<file path="src/rtl/lane_split_pkg.sv">
package lane_split_pkg;

   typedef enum logic {
      SIZE_HALF = 1'b0,
      SIZE_BYTE = 1'b1
   } lane_size_e;

   typedef enum logic {
      ORDER_MSB_FIRST = 1'b0,
      ORDER_LSB_FIRST = 1'b1
   } lane_order_e;

   typedef struct packed {
      lane_size_e  size;
      lane_order_e order;
   } split_cfg_t;

endpackage

</file>
<file path="src/rtl/lane_cfg_latch.sv">
module lane_cfg_latch
   import lane_split_pkg::*;
(
   input  logic       clk,
   input  logic       rst_n,
   input  logic       size_in,
   input  logic       order_in,
   output split_cfg_t cfg
);

   always_ff @(posedge clk) begin
      if (!rst_n) begin
         cfg.size  <= lane_size_e'(size_in);
         cfg.order <= lane_order_e'(order_in);
      end
   end

   // configuration only moves while reset is held
   assert_cfg_held_R6: assert property (@(posedge clk) disable iff (!rst_n)
      $past(rst_n) |-> $stable(cfg));

endmodule

</file>
<file path="src/rtl/lane_seq.sv">
module lane_seq #(
   parameter int HALF_LANES = 2,
   parameter int BYTE_LANES = 4,
   localparam int CNT_W     = $clog2(BYTE_LANES)
) (
   input  logic             clk,
   input  logic             rst_n,
   input  logic             byte_mode,
   input  logic             in_valid,
   input  logic             rd_en,
   output logic             held,
   output logic [CNT_W-1:0] lane,
   output logic             in_ready,
   output logic             load
);

   localparam logic [CNT_W-1:0] HALF_LAST = CNT_W'(HALF_LANES - 1);
   localparam logic [CNT_W-1:0] BYTE_LAST = CNT_W'(BYTE_LANES - 1);

   logic             rd_fire;
   logic             wrap;
   logic [CNT_W-1:0] last_idx;

   assign last_idx = byte_mode ? BYTE_LAST : HALF_LAST;
   assign rd_fire  = rd_en && held;
   assign wrap     = rd_fire && (lane == last_idx);
   assign in_ready = !held || wrap;
   assign load     = in_valid && in_ready;

   always_ff @(posedge clk) begin
      if (!rst_n) begin
         held <= 1'b0;
         lane <= '0;
      end else if (load) begin
         held <= 1'b1;
         lane <= '0;
      end else if (wrap) begin
         held <= 1'b0;
         lane <= '0;
      end else if (rd_fire) begin
         lane <= lane + 1'b1;
      end
   end

   assert_empty_read_ignored_R7: assert property (@(posedge clk) disable iff (!rst_n)
      (!held && !in_valid) |=> (!held && lane == '0));

   assert_lane_in_range_R8: assert property (@(posedge clk) disable iff (!rst_n)
      held |-> (lane <= last_idx));

   assert_hold_without_read_R8: assert property (@(posedge clk) disable iff (!rst_n)
      (held && !rd_en) |=> (held && $stable(lane)));

   assert_reset_clears_R9: assert property (@(posedge clk) disable iff (!rst_n)
      $rose(rst_n) |-> (!held && lane == '0));

   assert_load_first_lane_R10: assert property (@(posedge clk) disable iff (!rst_n)
      load |=> (held && lane == '0));

endmodule

</file>
<file path="src/rtl/lane_mux.sv">
module lane_mux #(
   parameter int WORD_W     = 36,
   parameter int PORT_W     = 18,
   localparam int BYTE_W    = PORT_W / 2,
   localparam int HALF_LANES = WORD_W / PORT_W,
   localparam int BYTE_LANES = WORD_W / BYTE_W,
   localparam int CNT_W     = $clog2(BYTE_LANES),
   localparam int HALF_IW   = $clog2(HALF_LANES)
) (
   input  logic [WORD_W-1:0] word,
   input  logic [CNT_W-1:0]  lane,
   input  logic              byte_mode,
   input  logic              lsb_first,
   output logic [PORT_W-1:0] data
);

   logic [PORT_W-1:0] half_arr [HALF_LANES];
   logic [BYTE_W-1:0] byte_arr [BYTE_LANES];
   logic [HALF_IW-1:0] half_idx;
   logic [CNT_W-1:0]   byte_idx;

   for (genvar g = 0; g < HALF_LANES; g++) begin : g_half
      assign half_arr[g] = word[g*PORT_W +: PORT_W];
   end

   for (genvar g = 0; g < BYTE_LANES; g++) begin : g_byte
      assign byte_arr[g] = word[g*BYTE_W +: BYTE_W];
   end

   assign half_idx = lsb_first ? lane[HALF_IW-1:0]
                               : HALF_IW'(HALF_LANES - 1) - lane[HALF_IW-1:0];
   assign byte_idx = lsb_first ? lane : CNT_W'(BYTE_LANES - 1) - lane;

   assign data = byte_mode ? {{(PORT_W - BYTE_W){1'b0}}, byte_arr[byte_idx]}
                           : half_arr[half_idx];

endmodule

</file>
<file path="src/rtl/lane_splitter.sv">
module lane_splitter
   import lane_split_pkg::*;
#(
   parameter int WORD_W = 36,
   parameter int PORT_W = 18
) (
   input  logic              clk,
   input  logic              rst_n,
   input  logic              cfg_byte,
   input  logic              cfg_little,
   input  logic [WORD_W-1:0] in_word,
   input  logic              in_valid,
   output logic              in_ready,
   input  logic              rd_en,
   output logic [PORT_W-1:0] out_data,
   output logic              out_valid
);

   localparam int BYTE_W     = PORT_W / 2;
   localparam int HALF_LANES = WORD_W / PORT_W;
   localparam int BYTE_LANES = WORD_W / BYTE_W;
   localparam int CNT_W      = $clog2(BYTE_LANES);

   if (PORT_W % 2 != 0) begin : g_bad_port
      $error("PORT_W must be even so a byte is half a port");
   end
   if (WORD_W % PORT_W != 0 || HALF_LANES < 2) begin : g_bad_word
      $error("WORD_W must be a multiple of PORT_W, at least twice as wide");
   end
   if ((1 << CNT_W) != BYTE_LANES) begin : g_bad_count
      $error("lane count must be a power of two");
   end

   split_cfg_t        cfg;
   logic              held;
   logic [CNT_W-1:0]  lane;
   logic              load;
   logic [WORD_W-1:0] word_q;

   lane_cfg_latch u_cfg (
      .clk      (clk),
      .rst_n    (rst_n),
      .size_in  (cfg_byte),
      .order_in (cfg_little),
      .cfg      (cfg)
   );

   lane_seq #(
      .HALF_LANES (HALF_LANES),
      .BYTE_LANES (BYTE_LANES)
   ) u_seq (
      .clk       (clk),
      .rst_n     (rst_n),
      .byte_mode (cfg.size == SIZE_BYTE),
      .in_valid  (in_valid),
      .rd_en     (rd_en),
      .held      (held),
      .lane      (lane),
      .in_ready  (in_ready),
      .load      (load)
   );

   always_ff @(posedge clk) begin
      if (load) begin
         word_q <= in_word;
      end
   end

   lane_mux #(
      .WORD_W (WORD_W),
      .PORT_W (PORT_W)
   ) u_mux (
      .word      (word_q),
      .lane      (lane),
      .byte_mode (cfg.size == SIZE_BYTE),
      .lsb_first (cfg.order == ORDER_LSB_FIRST),
      .data      (out_data)
   );

   assign out_valid = held;

   assert_byte_upper_zero_R5: assert property (@(posedge clk) disable iff (!rst_n)
      (out_valid && cfg.size == SIZE_BYTE) |-> (out_data[PORT_W-1:BYTE_W] == '0));

   assert_lane_stable_R7: assert property (@(posedge clk) disable iff (!rst_n)
      (out_valid && !rd_en) |=> (out_valid && $stable(out_data)));

   assert_handover_R10: assert property (@(posedge clk) disable iff (!rst_n)
      (in_valid && in_ready) |=> out_valid);

   assert_ready_when_empty_R8: assert property (@(posedge clk) disable iff (!rst_n)
      !out_valid |-> in_ready);

endmodule

</file>
<file path="config.mk">
export PLATFORM = sky130hd
export DESIGN_NAME = lane_splitter
export DESIGN_NICKNAME = d
export VERILOG_FILES = /design/src/rtl/lane_split_pkg.sv /design/src/rtl/lane_cfg_latch.sv /design/src/rtl/lane_seq.sv /design/src/rtl/lane_mux.sv /design/src/rtl/lane_splitter.sv
export SDC_FILE = /design/constraint.sdc
export NUM_CORES = 1
export LEC_CHECK = 0
export BUFFER_PORTS_ARGS = -buffer_cell sky130_fd_sc_hd__buf_2
export CAP_MARGIN = 20
export CELL_PAD_IN_SITES_DETAIL_PLACEMENT = 1
export CELL_PAD_IN_SITES_GLOBAL_PLACEMENT = 2
export CORE_ASPECT_RATIO = 1.25
export CORE_UTILIZATION = 36
export DETAILED_ROUTE_END_ITERATION = 6
export PLACE_DENSITY_LB_ADDON = 0.2
export SLEW_MARGIN = 5
export SYNTH_ARGS = -nofsm -noshare
export SYNTH_HDL_FRONTEND = slang
export SYNTH_SLANG_ARGS = --single-unit
</file>
<file path="constraint.sdc">
create_clock -name clk -period 4.6 [get_ports clk]
set_input_delay 0.92 -clock clk [delete_from_list [all_inputs] [get_ports clk]]
set_output_delay 0.92 -clock clk [all_outputs]
set_load 0.01 [all_outputs]
</file>
==> reports/qor.yml <==
final_layout:
  multi_input_area_um2: 975.9
  diodes: 0
  fin_area_um2: 2695
  fillers: 701
  seq_area_um2: 1202
  nets: 292
  drive_above_1_share: 0.3705
  area_delta_synth_final_pct: 17.19
die:
  rows: 32
  start_util: 0.3730
  ios: 62
  die_h_um: 91.36
  core_area_um2: 6166
  fp.dieW_um: 73.49
  dieArea_um2: 6714
synthesis:
  ys.warnings.count: 0
  ys_seq_area_frac: 0.5223
  synthArstFlopShare: 0
  synth-seq-cells: 41
  synthesis.nets: 236
  netlist_top_cells_count: "edfxtp_1, nand2_1, a21oi_1"
  yosysTopAreaCell: "edfxtp_1"
  synth_edf_count: 38
  synthTopCellsByArea: "edfxtp_1, mux2_2, mux2i_1"
  syn-cell-area_um2: 2300
  synth_cells: 194
  synth_top_area_share: 0.4962
  ys_types: 26
  synthFlopType: "edfxtp_1"
  syn_area_per_cell_um2: 11.85
sta:
  slew_violations: 0
  setup_viol: 0
  fmax_mhz: 297.2
  period_share: 0.7314
  final_hold_viol_count: 0
  fin_crit_ps: 3364
  grt_setup_unrepaired: "no"
  tns_ps: 0
  relSlewSlack: 0.3118
  fin_ws_ps: 1236
  clock_skew_ps: 5.020
  worst_pin_slew_ps: 1032
critical_path:
  worst-setup-path-type: "register to output port"
  cp-startpoint: "u_seq.lane[0]"
  end_kind: "output port"
  cp.arrival_ps: 2440
  r2r_start: "u_cfg.cfg[1]"
  cp-start-kind: "register"
  crit_path_max_fanout: 26
  required_ps: 3680
status:
  status: "finished clean"
clock_tree:
  ctsHoldBuffers: 0
  cts_tree: "yes"
  postCtsSetupBuffers: 0
  clkLatencyLatePin_ps: 290
  cts-buffers-inserted: 5
  cts.sinks: 41
  cts.repair.resized: 0
  clockBufferDepth: 2
  path_clk_slew_ps: 80
  cts_root_buffer: "clkbuf_8"
  htreeDepth: 2
routing:
  first_pass_iters: 4
  wl_met3_um: 179
  ant_nets: 0
  routed_wl_um: 5148
  via_count: 1696
  drtIter0Drc: 50
  via_per_inst: 5.048
  routedWlPerCell_um: 15.32
  dr_wl_met2_um: 2498
  drc_errors: 0
  maxUsedRoutingLayer: "met4"
  m1WireLength_um: 2419
place:
  placed_cell_area_um2: 2613
  routabilityCongestion: 0.7347
  port_buffers: 61
  hpwl_um: 3597
  dpl_worst_slack_ps: 1537
grt:
  grt_pass1_vias: 1763
  grt_overflow_total: 0
  grt_max_degree: 30
  grt_first_pass_wirelength_um: 8473
  grt.total_usage: 0.1662
  antenna_found_initial: 0
job:
  cap_violations: 0
min_path:
  min_path_type: "register to register"
  min_from: "u_seq.held"
power:
  peakVddDrop_uv: 150.7
  p_leak_nw: 1.075
  power.density_nw_per_um2: 316.4
-- critical path, cell delays in order (launching register included) --
cell and delay [ps]:
dfxtp_2 820, buf_4 380, mux2_2 370, o22ai_1 150, a221oi_1 80, a21o_1 220, buf_2 140
-- placed cells by master (no fill, tap or decap) --
cell type	netlist	layout
dfxtp_1	3	2
xor2_4	1	1
nand2b_1	1	1
clkbuf_1	5	1
nor2_1	2	2
edfxtp_1	38	38
clkinv_2	0	2
nor3b_1	2	2
mux2i_1	18	18
xnor2_4	1	1
buf_4	1	2
nor2_2	1	1
a21oi_1	21	21
nor2b_1	2	2
mux2_2	19	19
buf_2	2	61
inv_1	2	2
o22ai_1	9	9
a221oi_1	9	9
xor2_1	2	2
clkbuf_8	0	5
dfxtp_2	0	1
o21ai_0	1	1
nand2_1	38	38
and2_1	1	1
a21o_1	9	9
-- kinds of logic (layout without fill, tap and decap cells) --
kind of cell           Yosys count  count (layout)  share of synthesized area
AO/OA/AOI/OAI                   49              49                     0.1360
AND/OR/NAND/NOR                 47              47                    0.08542
flip-flops                      41              41                     0.5223
multiplexers                    37              37                     0.1714
buffers and inverters           16              73                    0.05332
XOR/XNOR                         4               4                    0.03156
-- routing by layer --
metal	global-route usage	vias up
met5	0	-
met4	0.06090	0
met3	0.02886	4
met2	0.2699	37
met1	0.2181	819
li1	-	836
-- final cells by class --
class | instances | area share
well taps | 85 | 0.03946
flip-flops and latches | 41 | 0.4461
repair buffers | 63 | 0.1188
multi-input cells | 137 | 0.3621
inverters | 2 | 0.002786
clock inverters | 2 | 0.003714
clock buffers | 6 | 0.02693
-- final timing paths --
path | slack (ps) | end | cells past startpoint
setup reg to reg | 1640 | word_q[30] | 4
hold reg to reg | 590 | u_seq.lane[0] | 2
setup / recovery | 1240 | out_data[7] | 6
hold / removal | 590 | u_seq.lane[0] | 2
-- where the power goes --
group | switching (mW) | internal [mW]
clock network | 0.123 | 0.105
registers | 0.0297 | 0.434
logic | 0.0825 | 0.0789
total | 0.235 | 0.618
-- registers in the layout, indices dropped and copies added, names as in the netlist --
signal and count:
u_cfg.cfg 2, u_seq.lane 2, word_q 36, u_seq.held 1
-- through the flow --
stage | hold slack (ps) | total power [mW] | util | instances
2_1_floorplan | 572.3 | 0.5780 | - | 194
3_3_place_gp | 576.0 | 0.6332 | 0.4237 | 328
3_5_place_dp | 568.1 | 0.6360 | 0.4237 | 328
4_1_cts | 584.8 | 0.8642 | 0.4371 | 336
5_1_grt | 608.0 | 0.9004 | 0.4371 | 336
6_report | 585.9 | 0.8527 | 0.4371 | 336
No activity file was read; power rests on OpenSTA's default activity.
